### src/rtl/booth_u4_pkg.sv
package booth_u4_pkg;
  typedef struct packed {
    logic one;
    logic two;
    logic neg;
    logic neg_n;
  } booth_sel_t;

  function automatic int row_count(input int n);
    return (n + 2) / 2;
  endfunction
endpackage

### src/rtl/booth_u4_recode.sv
module booth_u4_recode
  import booth_u4_pkg::*;
(
  input  logic [2:0]  trip_i,  // {y[2k+1], y[2k], y[2k-1]}
  output booth_sel_t  sel_o
);
  logic one_w;
  assign one_w       = trip_i[0] ^ trip_i[1];
  assign sel_o.one   = one_w;
  assign sel_o.two   = ~((~(trip_i[1] ^ trip_i[2])) | one_w);
  assign sel_o.neg   = trip_i[2];
  assign sel_o.neg_n = ~trip_i[2];
endmodule

### src/rtl/booth_u4_row.sv
module booth_u4_row
  import booth_u4_pkg::*;
#(
  parameter int N          = 8,
  parameter bit FIRST      = 1'b0,
  parameter bit OMIT_NSIGN = 1'b0,
  parameter bit OMIT_ONE   = 1'b0
) (
  input  logic [N-1:0] x_i,
  input  logic [2:0]   trip_i,
  output logic [N+3:0] row_o,
  output logic         neg_o
);
  booth_sel_t sel;

  booth_u4_recode u_rec (.trip_i(trip_i), .sel_o(sel));

  assign row_o[0] = (x_i[0] & sel.one) ^ sel.neg;

  for (genvar i = 1; i < N; i++) begin : g_mid
    assign row_o[i] = ((x_i[i] & sel.one) | (x_i[i-1] & sel.two)) ^ sel.neg;
  end

  // redundant top bit: only reached by the two-times select
  assign row_o[N] = (x_i[N-1] & sel.two) ^ sel.neg;

  if (FIRST) begin : g_first_tail
    assign row_o[N+1] = sel.neg;
    assign row_o[N+2] = sel.neg;
    assign row_o[N+3] = sel.neg_n;
  end else begin : g_tail
    assign row_o[N+1] = OMIT_NSIGN ? 1'b0 : sel.neg_n;
    assign row_o[N+2] = ~OMIT_ONE;
    assign row_o[N+3] = 1'b0;
  end

  assign neg_o = sel.neg;
endmodule

### src/rtl/booth_u4_mul.sv
module booth_u4_mul
  import booth_u4_pkg::*;
#(
  parameter int N = 8
) (
  input  logic [N-1:0]                           x_i,
  input  logic [N-1:0]                           y_i,
  output logic [row_count(N)*(N+4)-1:0]          rows_o,
  output logic [2*N-1:0]                         prod_o
);
  localparam int R  = row_count(N);
  localparam int RW = N + 4;
  localparam int YW = 2 * R + 1;
  localparam int AW = 2 * R + RW;

  logic [YW-1:0] yz;
  logic [R-1:0]  neg;

  assign yz = YW'({y_i, 1'b0});

  for (genvar k = 0; k < R; k++) begin : g_row
    booth_u4_row #(
      .N(N), .FIRST(k == 0), .OMIT_NSIGN(1'b0), .OMIT_ONE(1'b0)
    ) u_row (
      .x_i   (x_i),
      .trip_i(yz[2*k +: 3]),
      .row_o (rows_o[k*RW +: RW]),
      .neg_o (neg[k])
    );
  end

  logic [AW-1:0] acc;
  always_comb begin
    acc = '0;
    for (int k = 0; k < R; k++) begin
      acc = acc + (AW'(rows_o[k*RW +: RW]) << (2 * k));
      acc = acc + (AW'(neg[k]) << (2 * k));
    end
  end

  assign prod_o = acc[2*N-1:0];
endmodule

### config.mk
export PLATFORM = sky130hd
export DESIGN_NAME = booth_u4_mul
export DESIGN_NICKNAME = d
export VERILOG_FILES = /design/src/rtl/booth_u4_pkg.sv /design/src/rtl/booth_u4_recode.sv /design/src/rtl/booth_u4_row.sv /design/src/rtl/booth_u4_mul.sv
export SDC_FILE = /design/constraint.sdc
export NUM_CORES = 1
export LEC_CHECK = 0
export BUFFER_PORTS_ARGS = -buffer_cell sky130_fd_sc_hd__buf_2
export CAP_MARGIN = 20
export CORE_UTILIZATION = 25
export DETAILED_ROUTE_END_ITERATION = 8
export GPL_TIMING_DRIVEN = 0
export PLACE_DENSITY = 0.41
export SLEW_MARGIN = 20
export SYNTH_ARGS = -nofsm -noshare
export SYNTH_HDL_FRONTEND = slang
export SYNTH_SLANG_ARGS = --single-unit
### constraint.sdc
create_clock -name vclk -period 11.4
set_input_delay 1.14 -clock vclk [all_inputs]
set_output_delay 1.14 -clock vclk [all_outputs]
set_load 0.05 [all_outputs]
* Word-level counts from Yosys, hierarchy flattened
Cells that the tools add are included.
Storage, ports and cells: RAM bits 0, memory bits (read-only) 0, logic and storage cells 167, input bits 16, memories 0, latch bits 0, register bits after elaboration 0
Cells by class: shift-type cells 0, bitwise gates (word level) 159, multiplexer cells 0, div/mod/pow operators 0, magnitude comparators 0, multiply operators 0, $add $sub $neg 8, equal/unequal tests 0, reduce and logical (&&, ||, !) cells 0
Operator list (number):
- AND 1 bit | 72
- XOR 1 bit | 43
- adder 16 bit | 2
- OR 1 bit | 32
- adder 15 x 15 -> 16 bit | 1
- adder 16 x 5 -> 16 bit | 1
- adder 16 x 7 -> 16 bit | 1
- adder 14 x 3 -> 15 bit | 1
- adder 13 x 13 -> 14 bit | 1
- adder 12 x 1 -> 13 bit | 1
- NOT 1 bit | 12

* Longest topological paths before layout
depth after elaboration 15, mapped depth 20, mapped depth without buffers 19

* Hierarchy
From an unflattened synthesis, not the netlist that was laid out.
Second synthesis, totals: cell total of the unflattened synthesis 342, area, all modules 3010.4 µm²
Modules (own cells, without submodules):
- booth_u4_mul | cells an instance 184, instances 1, area each 1579.0 µm²
- booth_u4_row at g_row[1].u_row ... | cells an instance 25, instances 4, area each 244.0 µm²
- booth_u4_row at g_row[0].u_row | cells an instance 23, instances 1, area each 236.5 µm²
- booth_u4_recode | cells an instance 7, instances 5, area each 43.8 µm²

* Worst setup path after synthesis
Ideal clock, no wire load.
kind input-to-output, start point input y_i[6], end point output prod_o[15], data arrival time 6563 ps, path buffers 2, required time 10260 ps, path slack 3697 ps, stages on the path 16, cell sequence buf_6 > xor2_1 > and2_1 > buf_6 > a221oi_1 > fa_1 > fa_1 > inv_1 > fa_1 > inv_1 > ha_1 > a21oi_2 > nand4b_1 > a31oi_1 > o21bai_2 > xnor2_1
Between the ends: longest elaborated chain between the ends 10
Ends and longest elaborated chain:
- from (decl) | line booth_u4_mul.sv:7 | input logic [N-1:0] y_i,
- XOR 1 bit | line booth_u4_recode.sv:10 | assign sel_o.two = ~((~(trip_i[1] ^ trip_i[2])) | one_w);
- NOT 1 bit | line booth_u4_recode.sv:10
- OR 1 bit | line booth_u4_recode.sv:10
- NOT 1 bit | line booth_u4_recode.sv:10
- AND 1 bit | line booth_u4_row.sv:21 | assign row_o[i] = ((x_i[i] & sel.one) | (x_i[i-1] & sel.two)) ^ sel.neg;
- OR 1 bit * | line booth_u4_row.sv:21
- XOR 1 bit * | line booth_u4_row.sv:21
- named net rows_o[38] | line booth_u4_mul.sv:8 | output logic [row_count(N)*(N+4)-1:0] rows_o,
- adder 16 bit * | line booth_u4_mul.sv:36 | acc = acc + (AW'(rows_o[k*RW +: RW]) << (2 * k));
- adder 16 x 7 -> 16 bit * | line booth_u4_mul.sv:37 | acc = acc + (AW'(neg[k]) << (2 * k));
- adder 16 bit * | line booth_u4_mul.sv:36
- to (decl) | line booth_u4_mul.sv:9 | output logic [2*N-1:0] prod_o
The timed path passes the listed nets; every way through them passes the cells marked *.

* Worst setup path after layout
start point input y_i[3], end point output prod_o[15]
Between the ends: longest elaborated chain between the ends 14
Ends and longest elaborated chain (line):
- XOR 1 bit | booth_u4_recode.sv:10
- NOT 1 bit | booth_u4_recode.sv:10
- OR 1 bit | booth_u4_recode.sv:10
- NOT 1 bit | booth_u4_recode.sv:10
- AND 1 bit | booth_u4_row.sv:21
- OR 1 bit | booth_u4_row.sv:21
- XOR 1 bit | booth_u4_row.sv:21
- adder 13 x 13 -> 14 bit | booth_u4_mul.sv:36
- adder 14 x 3 -> 15 bit | booth_u4_mul.sv:37
- adder 15 x 15 -> 16 bit * | booth_u4_mul.sv:36
- adder 16 x 5 -> 16 bit * | booth_u4_mul.sv:37
- adder 16 bit * | booth_u4_mul.sv:36
- adder 16 x 7 -> 16 bit * | booth_u4_mul.sv:37
- adder 16 bit * | booth_u4_mul.sv:36
Mark *: on every way between the ends. The rest lies on a longest branch, timed or not.

==> metrics.yaml <==
final_layout:
  final_common_cell: "buf_2"
  nNetsFinal: 567
  finalInstanceArea_um2: 3408
  post-route-util_pct: 31.30
  seq_cell_count: 0
  regArea_um2: 0
  final_cell_mix: "buf_2, nand2_1, inv_1, a21oi_1, nor2_1"
  nFillCells: 1223
  area_growth_pct: 20.96
  n_antenna_cell: 0
  nClkBuffers: 0
  drive_gt1_share_pct: 25.60
placed_design:
  placed_cell_area_um2: 3408
  hpwl_um: 8040
  port-buffer-count: 77
  place.gp.congestion: 0.8542
synth:
  netlist_instances: 415
  synth_top_family_by_area: "adder cells"
  yosysTopAreaCell: "fa_1"
  synthMuxAreaShare_pct: 0.3996
  yosysSeqAreaShare_pct: 0
  synth_area_leaders: "fa_1, ha_1, nand2_1, inv_1, a21oi_1"
  synth_compound_area_share_pct: 24.64
  yosys.area_share.xor_xnor_pct: 6.838
  synthAdderAreaFrac_pct: 31.66
  syn_avg_cell_area_um2: 6.790
  ys_types: 49
  yosys_warnings: 0
  netlist.area_leader.share_pct: 14.92
  synthSimpleGateAreaFrac_pct: 19.49
  synth.cell_area_um2: 2818
job:
  cap_violations: 0
floorplan:
  initial_core_util_pct: 25.88
  core_area_um2: 10890
  std_cell_rows: 38
  io_pins: 92
  dieWidth_um: 108.2
  dieArea_um2: 11700
  die_y_um: 108.2
cts:
  post_cts_resized: 0
  postCtsSetupRepairBufs: 0
  cts_hold_buf: 0
sta:
  rsz0062_at_grt: "false"
  setup_viol: 0
  max_freq_mhz: 145.8
  slew_headroom_pct: 50.43
  tightest_slew_ns: 0.7436
  fin_setup_tns_ns: 0
  fin_crit_ns: 6.857
  report.final.slew_viol_count: 0
  fin_crit_sh_pct: 60.15
  hold_viol_final: 0
routing:
  drt-vias-per-instance: 4.769
  finalWirelength_um: 9633
  wl_per_cell_um: 15.05
  drt_iter0_markers: 210
  drt_first_pass_iters: 4
  drc: 0
  ant_nets: 0
  num_vias: 3052
min_path:
  hold_start: "y_i[5]"
  hold-path-endpoint: "rows_o[33]"
  hold_path.class: "primary input to output port"
  hold_depth: 3
pwr:
  power_leakage_nw: 1.742
  p_seq_share_pct: 0
  power.total_uw: 840.4
  power_switching_uw: 596.3
  internal_power_uw: 244.1
  netSwitchingFraction_pct: 70.95
  clkPwrFrac_pct: 0
  peakVddDrop_uv: 197.2
  pwr-share-comb_pct: 100.0
  power_density_nw_per_um2: 246.6
worst_setup_path:
  crit_fanout: 10
  cp_data_required_time_ns: 10.26
  startpoint_type: "primary input"
  critPathArrivalTime_ns: 5.72
  startpoint: "y_i[3]"
  endpoint_kind: "output port"
  worstSetupPathType: "primary input to output port"
grt:
  track_usage_pct: 16.25
  grt_first_pass_wirelength_um: 15060
  grt_pass1_vias: 2814
  grt_overflow_total: 0
  grt_max_degree: 12
  antenna_found_initial: 0
outcome:
  status: "complete, no violations"
[synthesized netlist by cell type, drive strengths merged (5+ instances only)]
library cell,count
fa,21
and2,7
xnor2,15
nor2,30
o21ai,21
o22ai,14
buf,37
nor2b,12
clkbuf,7
nand2,56
maj3,12
xor2,7
inv,54
a221oi,8
o31ai,5
nand3,7
a21oi,41
ha,28
[metrics by stage]
stage,worst slack [ns],hold slack (ns),cells
after floorplan,3.697,2.447,423
after global placement,4.516,2.795,640
after detailed placement,4.563,2.810,640
after CTS,4.538,2.811,640
after global routing,4.246,2.825,640
final,4.543,2.810,640
[worst max-delay path: stages]
cell and delay (ns):
buf_2 0.13, buf_2 0.24, buf_2 0.27, buf_2 0.27
o22ai_1 0.10, a21oi_1 0.38, fa_1 0.49, inv_1 0.08
fa_1 0.44, fa_1 0.54, inv_1 0.04, ha_1 0.24
a21o_1 0.21, a21oi_2 0.18, nand4b_1 0.18, a31oi_1 0.30
o21bai_2 0.09, xnor2_1 0.13, buf_2 0.28
[power groups by stage]
stage / Combinational, mW / Sequential [mW] / Clock, mW
finish: 0.840 / 0 / 0
global placement: 0.846 / 0 / 0
floorplan: 0.684 / 0 / 0
global route: 0.916 / 0 / 0
detailed placement: 0.846 / 0 / 0
CTS: 0.850 / 0 / 0
[routing by layer]
metal	vias to the layer above	wire, um	GRT usage [%]
met1	1417	4568	23.98
met5	-	0	0
met3	2	608	0.3617
met2	103	4443	27.43
li1	1530	-	-
met4	0	13	0.7828
[area by class of cell]
class | instances | area [um^2] | area share (%)
Inverter | 54 | 202.7 | 5.947
Tap cell | 140 | 175.2 | 5.139
Timing Repair Buffer | 77 | 385.4 | 11.31
Buffer | 44 | 267.8 | 7.856
Multi-Input combinational cell | 325 | 2377 | 69.75
[worst max path at each step]
stage / end / slack [ns] / depth (start not counted)
detailed placement: prod_o[15] / 4.56 / 18
floorplan: prod_o[15] / 3.70 / 16
CTS: prod_o[15] / 4.54 / 18
global placement: prod_o[15] / 4.52 / 18
global route: prod_o[15] / 4.25 / 19
finish: prod_o[15] / 4.54 / 19
[cell families after synthesis]
logic type / count (synthesis)
xor gates and xnor gates: 22
AOI/OAI and AO/OA: 108
and+or+nand+nor: 123
buffers and inverters: 98
adders and majority gates: 61
other: 2
muxes: 1
Power figures use the tool's default switching activity.
